$ cat config.mk
export PLATFORM = sky130hd
export DESIGN_NAME = serial_pkt_rx
export DESIGN_NICKNAME = d
export VERILOG_FILES = /design/src/rtl/serial_pkt_rx_pkg.sv /design/src/rtl/serial_pkt_rx_frame.sv /design/src/rtl/serial_pkt_rx_asm.sv /design/src/rtl/serial_pkt_rx.sv
export SDC_FILE = /design/constraint.sdc
export NUM_CORES = 1
export LEC_CHECK = 0
export BUFFER_PORTS_ARGS = -buffer_cell sky130_fd_sc_hd__buf_2
export CORE_AREA = 8 8 76 95
export CTS_CLUSTER_SIZE = 20
export DETAILED_ROUTE_END_ITERATION = 7
export DIE_AREA = 0 0 84 103
export PLACE_DENSITY = 0.71
export RECOVER_POWER = 100
export SETUP_SLACK_MARGIN = 0.1
export SKIP_LAST_GASP = 1
export SLEW_MARGIN = 0
export SYNTH_ARGS = -nofsm -noshare
export SYNTH_HDL_FRONTEND = slang
export SYNTH_HIERARCHICAL = 1
export SYNTH_SLANG_ARGS = --single-unit
$ cat constraint.sdc
create_clock -name clk -period 4.3 [get_ports clk]
set_input_delay 0 -clock clk [delete_from_list [all_inputs] [get_ports clk]]
set_output_delay 0 -clock clk [all_outputs]
set_load 0.01 [all_outputs]
$ cat src/rtl/serial_pkt_rx_pkg.sv
package serial_pkt_rx_pkg;

    typedef struct packed {
        logic done;
        logic partial;
        logic abort;
    } close_flags_t;

    localparam int unsigned DEF_DATA_W    = 8;
    localparam int unsigned DEF_CNT_W     = 16;
    localparam int unsigned DEF_CLOSE_CYC = 2;

endpackage

$ cat src/rtl/serial_pkt_rx_frame.sv
module serial_pkt_rx_frame #(
    parameter int unsigned CLOSE_CYC = 2
) (
    input  logic clk,
    input  logic rst_n,
    input  logic frame_n_i,
    input  logic valid_n_i,
    output logic open_o,
    output logic close_o,
    output logic abort_o,
    output logic accept_o
);
    localparam int unsigned RUN_W = (CLOSE_CYC > 2) ? $clog2(CLOSE_CYC) : 1;

    typedef struct packed {
        logic             prev;
        logic             inpkt;
        logic [RUN_W-1:0] run;
    } trk_t;

    trk_t trk_d, trk_q;
    logic fall;

    always_comb begin
        trk_d    = trk_q;
        fall     = !frame_n_i && trk_q.prev;
        open_o   = 1'b0;
        close_o  = 1'b0;
        abort_o  = 1'b0;
        trk_d.prev = frame_n_i;
        if (trk_q.inpkt) begin
            if (frame_n_i) begin
                if (trk_q.run == RUN_W'(CLOSE_CYC - 1)) begin
                    close_o     = 1'b1;
                    trk_d.inpkt = 1'b0;
                    trk_d.run   = '0;
                end else begin
                    trk_d.run = trk_q.run + 1'b1;
                end
            end else begin
                trk_d.run = '0;
                if (fall) begin
                    close_o = 1'b1;
                    abort_o = 1'b1;
                    open_o  = 1'b1;
                end
            end
        end else if (fall) begin
            open_o      = 1'b1;
            trk_d.inpkt = 1'b1;
            trk_d.run   = '0;
        end
        accept_o = !frame_n_i && !valid_n_i && (trk_q.inpkt || fall);
    end

    always_ff @(posedge clk or negedge rst_n) begin
        if (!rst_n) begin
            trk_q <= '{prev: 1'b1, inpkt: 1'b0, run: '0};
        end else begin
            trk_q <= trk_d;
        end
    end

    // a frame fall always opens a packet
    p_fall_opens_r4: assert property (@(posedge clk) disable iff (!rst_n)
        (!frame_n_i && $past(frame_n_i)) |-> open_o);

    // an abort can only happen while the frame line is low
    p_abort_frame_low_r7: assert property (@(posedge clk) disable iff (!rst_n)
        abort_o |-> !frame_n_i);

endmodule

$ cat src/rtl/serial_pkt_rx_asm.sv
module serial_pkt_rx_asm #(
    parameter int unsigned DATA_W = 8,
    parameter int unsigned CNT_W  = 16
) (
    input  logic              clk,
    input  logic              rst_n,
    input  logic              clear_i,
    input  logic              accept_i,
    input  logic              bit_i,
    output logic [DATA_W-1:0] data_o,
    output logic              stb_o,
    output logic              partial_o,
    output logic [CNT_W-1:0]  cnt_o
);
    localparam int unsigned IDX_W = (DATA_W > 2) ? $clog2(DATA_W) : 1;
    localparam logic [IDX_W-1:0] LAST_IDX = IDX_W'(DATA_W - 1);
    localparam logic [CNT_W-1:0] CNT_MAX  = '1;

    typedef struct packed {
        logic [DATA_W-1:0] shreg;
        logic [IDX_W-1:0]  idx;
        logic [CNT_W-1:0]  cnt;
        logic [DATA_W-1:0] data;
        logic              stb;
    } asm_t;

    asm_t asm_d, asm_q;
    logic [DATA_W-1:0] base_sh, next_sh;
    logic [IDX_W-1:0]  base_idx;
    logic [CNT_W-1:0]  base_cnt;

    always_comb begin
        asm_d     = asm_q;
        asm_d.stb = 1'b0;
        base_sh   = clear_i ? '0 : asm_q.shreg;
        base_idx  = clear_i ? '0 : asm_q.idx;
        base_cnt  = clear_i ? '0 : asm_q.cnt;
        next_sh   = {bit_i, base_sh[DATA_W-1:1]};
        asm_d.shreg = base_sh;
        asm_d.idx   = base_idx;
        asm_d.cnt   = base_cnt;
        if (accept_i) begin
            asm_d.shreg = next_sh;
            if (base_idx == LAST_IDX) begin
                asm_d.idx  = '0;
                asm_d.data = next_sh;
                asm_d.stb  = 1'b1;
                asm_d.cnt  = (base_cnt == CNT_MAX) ? base_cnt : base_cnt + 1'b1;
            end else begin
                asm_d.idx = base_idx + 1'b1;
            end
        end
    end

    always_ff @(posedge clk or negedge rst_n) begin
        if (!rst_n) begin
            asm_q <= '0;
        end else begin
            asm_q <= asm_d;
        end
    end

    assign data_o    = asm_q.data;
    assign stb_o     = asm_q.stb;
    assign partial_o = (asm_q.idx != '0);
    assign cnt_o     = asm_q.cnt;

    // two strobes are never adjacent, a byte needs several accepted bits
    p_stb_spaced_r2: assert property (@(posedge clk) disable iff (!rst_n)
        stb_o |=> !stb_o);

    // a cycle without accept leaves the partial position untouched
    p_idx_hold_r3: assert property (@(posedge clk) disable iff (!rst_n)
        (!accept_i && !clear_i) |=> $stable(asm_q.idx));

endmodule

$ cat src/rtl/serial_pkt_rx.sv
module serial_pkt_rx #(
    parameter int unsigned DATA_W    = serial_pkt_rx_pkg::DEF_DATA_W,
    parameter int unsigned CNT_W     = serial_pkt_rx_pkg::DEF_CNT_W,
    parameter int unsigned CLOSE_CYC = serial_pkt_rx_pkg::DEF_CLOSE_CYC
) (
    input  logic              clk,
    input  logic              rst_n,
    input  logic              lane_bit,
    input  logic              lane_frame_n,
    input  logic              lane_valid_n,
    output logic [DATA_W-1:0] byte_data,
    output logic              byte_stb,
    output logic              pkt_done,
    output logic [CNT_W-1:0]  pkt_bytes,
    output logic              pkt_partial,
    output logic              pkt_abort
);
    import serial_pkt_rx_pkg::*;

    typedef struct packed {
        close_flags_t     flags;
        logic [CNT_W-1:0] bytes;
    } rpt_t;

    logic open_w, close_w, abort_w, accept_w;
    logic partial_w;
    logic [CNT_W-1:0] cnt_w;
    rpt_t rpt_d, rpt_q;

    serial_pkt_rx_frame #(
        .CLOSE_CYC (CLOSE_CYC)
    ) u_frame (
        .clk       (clk),
        .rst_n     (rst_n),
        .frame_n_i (lane_frame_n),
        .valid_n_i (lane_valid_n),
        .open_o    (open_w),
        .close_o   (close_w),
        .abort_o   (abort_w),
        .accept_o  (accept_w)
    );

    serial_pkt_rx_asm #(
        .DATA_W (DATA_W),
        .CNT_W  (CNT_W)
    ) u_asm (
        .clk       (clk),
        .rst_n     (rst_n),
        .clear_i   (open_w || close_w),
        .accept_i  (accept_w),
        .bit_i     (lane_bit),
        .data_o    (byte_data),
        .stb_o     (byte_stb),
        .partial_o (partial_w),
        .cnt_o     (cnt_w)
    );

    always_comb begin
        rpt_d            = rpt_q;
        rpt_d.flags.done = 1'b0;
        if (close_w) begin
            rpt_d.flags.done    = 1'b1;
            rpt_d.flags.partial = partial_w;
            rpt_d.flags.abort   = abort_w;
            rpt_d.bytes         = cnt_w;
        end
    end

    always_ff @(posedge clk or negedge rst_n) begin
        if (!rst_n) begin
            rpt_q <= '0;
        end else begin
            rpt_q <= rpt_d;
        end
    end

    assign pkt_done    = rpt_q.flags.done;
    assign pkt_partial = rpt_q.flags.partial;
    assign pkt_abort   = rpt_q.flags.abort;
    assign pkt_bytes   = rpt_q.bytes;

    // a frame-high cycle never yields a byte
    p_frame_high_no_stb_r1: assert property (@(posedge clk) disable iff (!rst_n)
        lane_frame_n |=> !byte_stb);

    // a valid-high cycle never yields a byte
    p_valid_high_no_stb_r3: assert property (@(posedge clk) disable iff (!rst_n)
        lane_valid_n |=> !byte_stb);

    // the done pulse lasts a single cycle
    p_done_single_r5: assert property (@(posedge clk) disable iff (!rst_n)
        pkt_done |=> !pkt_done);

    // an abort is reported only with a done pulse, on a low frame line
    p_abort_with_done_r7: assert property (@(posedge clk) disable iff (!rst_n)
        $rose(pkt_abort) |-> (pkt_done && !$past(lane_frame_n)));

endmodule

## Word-level counts from Yosys, hierarchy flattened

Cells that the tools add are included.

| operators by class | value |
|---|---|
| reductions and logical operators | 10 |
| add/subtract/negate cells | 3 |
| mux-type cells | 21 |
| equality and inequality tests | 2 |

Operator list:

| cell | number |
|---|---|
| $mux 36 | 1 |
| $mux 16 | 2 |
| $mux 25 | 1 |
| $mux 19 | 1 |
| $add 16x1->16 const B | 1 |
| $eq 16x16->1 const B | 1 |
| $mux 1 | 11 |
| $mux 8 | 1 |
| $mux 3 | 2 |
| $mux 2 | 2 |
| $add 3x1->3 const B | 1 |
| $eq 3x3->1 const B | 1 |
| $logic_and 1x1->1 | 3 |
| $reduce_bool 3->1 | 1 |
| $logic_not 1->1 | 2 |
| $logic_or 1x1->1 | 2 |
| $reduce_and 2->1 | 1 |
| $reduce_bool 2->1 | 1 |
| $add 1x1->1 const B | 1 |

| storage, ports and cells | value |
|---|---|
| output and inout port bits | 28 |
| input bits | 5 |
| word-level logic and storage cells | 48 |
| register bits | 57 |

## Logic depth before layout (Yosys ltp)

| depth | value |
|---|---|
| word-level depth | 11 |
| depth in mapped cells | 14 |
| mapped depth without buffers | 10 |

## By module

Netlist, hierarchy kept.

Modules (own cells, without submodules):

| module | area each (um^2) | instances | seq. area each (um^2) | cells an instance |
|---|---|---|---|---|
| serial_pkt_rx_asm | 1894.3 | 1 | 875.8 | 181 |
| serial_pkt_rx | 749.5 | 1 | 475.5 | 40 |
| serial_pkt_rx_frame | 140.1 | 1 | 76.3 | 14 |

## Least setup slack after synthesis

No wires, ideal clock.

| timing | value |
|---|---|
| kind | register to register |
| start point | register u_frame/trk_q[0] (netlist name) |
| end point | register u_asm.asm_q (netlist bit u_asm/cnt_o[14]) |
| stages on the path, launching flop included | 15 |
| library setup time | 0.128 ns |
| data required time | 4.172 ns |
| path slack | 1.424 ns |
| period minus slack after synthesis | 2.876 ns |
| data arrival time | 2.748 ns |
| path buffers | 4 |
| cell sequence | dfrtp_1 -> mux2i_1 -> nor2_1 -> buf_6 -> buf_12 -> or2_1 -> buf_6 -> nor2b_1 -> ha_1 -> ha_1 -> and4b_1 -> buf_4 -> nand4bb_2 -> nor4_2 -> mux2_1 |

RTL lines:

| what | RTL line | source |
|---|---|---|
| start, declared | serial_pkt_rx_frame.sv:21 | `trk_t trk_d, trk_q;` |
| start signal, assigned | serial_pkt_rx_frame.sv:58 | `trk_q <= '{prev: 1'b1, inpkt: 1'b0, run: '0};` |
| start signal, assigned | serial_pkt_rx_frame.sv:60 | `trk_q <= trk_d;` |
| end signal, assigned | serial_pkt_rx_asm.sv:59 | `asm_q <= asm_d;` |
| end, declared | serial_pkt_rx_asm.sv:27 | `asm_t asm_d, asm_q;` |

==> metrics <==
status finished with violations; failing checks max-capacitance violations, max-slew violations; Final Routed Wirelength 4799 µm; gr usage total 11.64%; Final GP Congestion 0.8166; WHS Endpoint u_asm/asm_q[35]; clock buffer depth 2; CP most frequent cell ha_1; top-count cell post-synth dfrtp_1; DP HPWL 3239 µm; Post-Synthesis Net Count 242; Reg2Reg Depth 11; crit-path leading delay family simple AND/OR/NAND/NOR gates; Core Region 5702 µm²; Pwr per Cell Area 445.5 nW/µm²; Vias/cell 5.177; Post-Syn Instances 235; setup slack, reg-to-reg 970 ps; commonest cells in the netlist dfrtp_1, buf_4, nand2b_1, nor2_1, nand2_1; Area contributors post-synth dfrtp_1, buf_4, mux2_4; Post-synth ARST share 100.0%; Inserted Clock Buffers 9; Port Buffer Count 32; number of synthesized flops with an enable pin 0; Slew @ Worst Pin 2956 ps; average size of a mapped cell 11.85 µm²; max-cap check violation count 1; setup_tns 0 ps; Die X 84 µm; initial core utilization 48.83%; area added between synthesis and finish 5.978%; static leakage 1.370 nW; crit path DAT 3680 ps; Die Ht 103 µm; fin cells 322; initial antenna violation count 0; largest net degree at the start of global routing 58; Setup Crit Path Kind in2reg; clk_lat worst skew 320 ps; PnR worst setup slack 823.7 ps; share of cells above drive strength 1 16.41%; CTS tree done; ANT cells 0; row count 31; grt ovf 0; Synth top area share 50.34%; placed cell count 303; Max rail drop VDD 0.0002115 V; post-synth cell types 48; total die area 8652 µm²; Final Hold Viols 0; routed vias 1667; crit-path cells dlygate4sd3_1, clkbuf_1, mux2i_1, nor2_2, or2_0, buf_4, nor2b_1, ha_1, ha_1, and4b_1, nand4bb_2, nor4_1, mux2_1; crit start category input port; Final min period 3476 ps; Slew Limit Fails 58; Worst Skew 7.834 ps; IO Count 33; DR iter-0 viols 69; stages on the worst setup path 13; RR Startpoint u_frame/trk_q[0]; Yosys top cell by area dfrtp_1; Synth Cell Area 2784 µm²; post-synthesis sequential element count 57; maximum clock frequency 287.7 MHz; routed len/inst 14.90 µm; total power 1.314 mW; vias in the first global route 1716; hold path startpoint lane_valid_n; Final setup viols 0; Main synth FF type dfrtp_1; Max stage delay on crit path 520 ps; Worst path slowest cell dlygate4sd3_1; Core Util, Final 51.74%; Worst R2R End u_asm/cnt_o[14]; CTS HTree Levels 3; cell depth of the worst hold path 5; sequential fraction of the synthesis area 51.28%; max_slew headroom -97.08%; crit path max fanout 22; Worst-path clk slew 60 ps; first drt pass iteration count 4; required time of the worst setup path 4510 ps; RSZ-0062 raised after global routing false; final net count 258; Detail Route Antenna Nets 0; clock tree sinks 57; Worst Path Buf+Inv 3; Hold/Removal Path Class in2reg; clk root buf clkbuf_8; first-pass GRT wire length 8038 µm; Worst Setup End Kind flop; Final period util 80.84%; Place WS 1092 ps; yosys warns 6; number of remaining DRC errors 0
## report_power, final
group	internal (mW)	total, mW	leakage [nW]	switching, mW
Sequential	0.567	0.587	0.782	0.0192
Clock	0.323	0.525	0.106	0.202
Combinational	0.0864	0.203	0.483	0.116
Total	0.977	1.31	1.37	0.338
## how the worst max path moves through the flow
stage                      from              end  slack (ps)
3_3_place_gp   u_frame/trk_q[0]  u_asm/cnt_o[14]        1230
3_5_place_dp   u_frame/trk_q[0]  u_asm/cnt_o[14]        1090
2_1_floorplan  u_frame/trk_q[0]  u_asm/cnt_o[14]        1420
6_report           lane_frame_n  u_asm/cnt_o[14]         820
5_1_grt            lane_frame_n  u_asm/cnt_o[13]         490
4_1_cts            lane_frame_n  u_asm/cnt_o[14]        1040
## worst min-delay path, delay by kind of cell
family / cells / cell delay [ps]
buf+inv: 2 / 270
simple gates: 2 / 100
compound gates: 1 / 70
## logic make-up after synthesis
logic type      Yosys count  share of synthesized area (%)
fa+ha+maj                 2                         0.8987
flops                    57                          51.28
xor+xnor                  6                          1.888
simple gates             78                          18.34
compound gates           24                          4.899
mux                      30                          13.03
buf+inv                  38                          9.662
## sequential cells by signal (all words and copies together), names as in the netlist
| signal | flops |
|---|---|
| u_asm/asm_q | 10 |
| pkt_bytes | 16 |
| u_asm/cnt_o | 16 |
| u_frame/trk_q | 3 |
| pkt_partial | 1 |
| pkt_done | 1 |
| u_asm/stb_o | 1 |
| u_asm/data_o | 8 |
| pkt_abort | 1 |
## through the flow
step,hold slack (ps),cell area (µm²)
floorplan,-295.6,2784
CTS,169.7,3050
global placement,169.4,2810
global route,191.1,2950
finish,175.3,2950
detailed placement,177.9,2810
## per-layer routing
layer | vias to the layer above | routed length (µm) | share of wire (%) | track usage [%]
met4 | 0 | 86 | 1.8 | 6.258
met3 | 9 | 202 | 4.2 | 4.190
li1 | 813 | - | - | -
met5 | - | 0 | 0 | 0
met1 | 817 | 2173 | 45 | 13.47
met2 | 28 | 2336 | 49 | 18.56
## placed cells by master, fill, tap and decap left out, drive strengths merged, types with 2 or more instances in the layout
master        n
xnor2         5
nand2b       15
dfrtp        56
nor2         14
inv           4
or3           5
nor2b         8
clkbuf       41
o22ai         3
ha            2
buf           5
o21ai         9
nand3         2
a31oi         2
nand2        14
nor3b         2
nand4         3
nor3          4
o31ai         2
dlygate4sd3   3
a21oi         6
clkinv        3
bufinv        2
mux2         23
nor4          4
mux2i         7
## cell type report
type / instances / area, µm²
Clock inverter: 6 / 82.58
Tap cell: 66 / 82.58
Timing Repair Buffer: 39 / 176.4
Multi-Input combinational cell: 140 / 1039
Clock buffer: 10 / 127.6
Sequential cell: 57 / 1428
Inverter: 4 / 15.01
Fill cell: 540 / 2751
## what timing repair did
item,in CTS,in global routing
endpoints found under the hold margin,60,0
gates resized for setup,0,0
setup buffers,0,0
hold buffers,3,0
No activity file was read; power rests on OpenSTA's default activity.
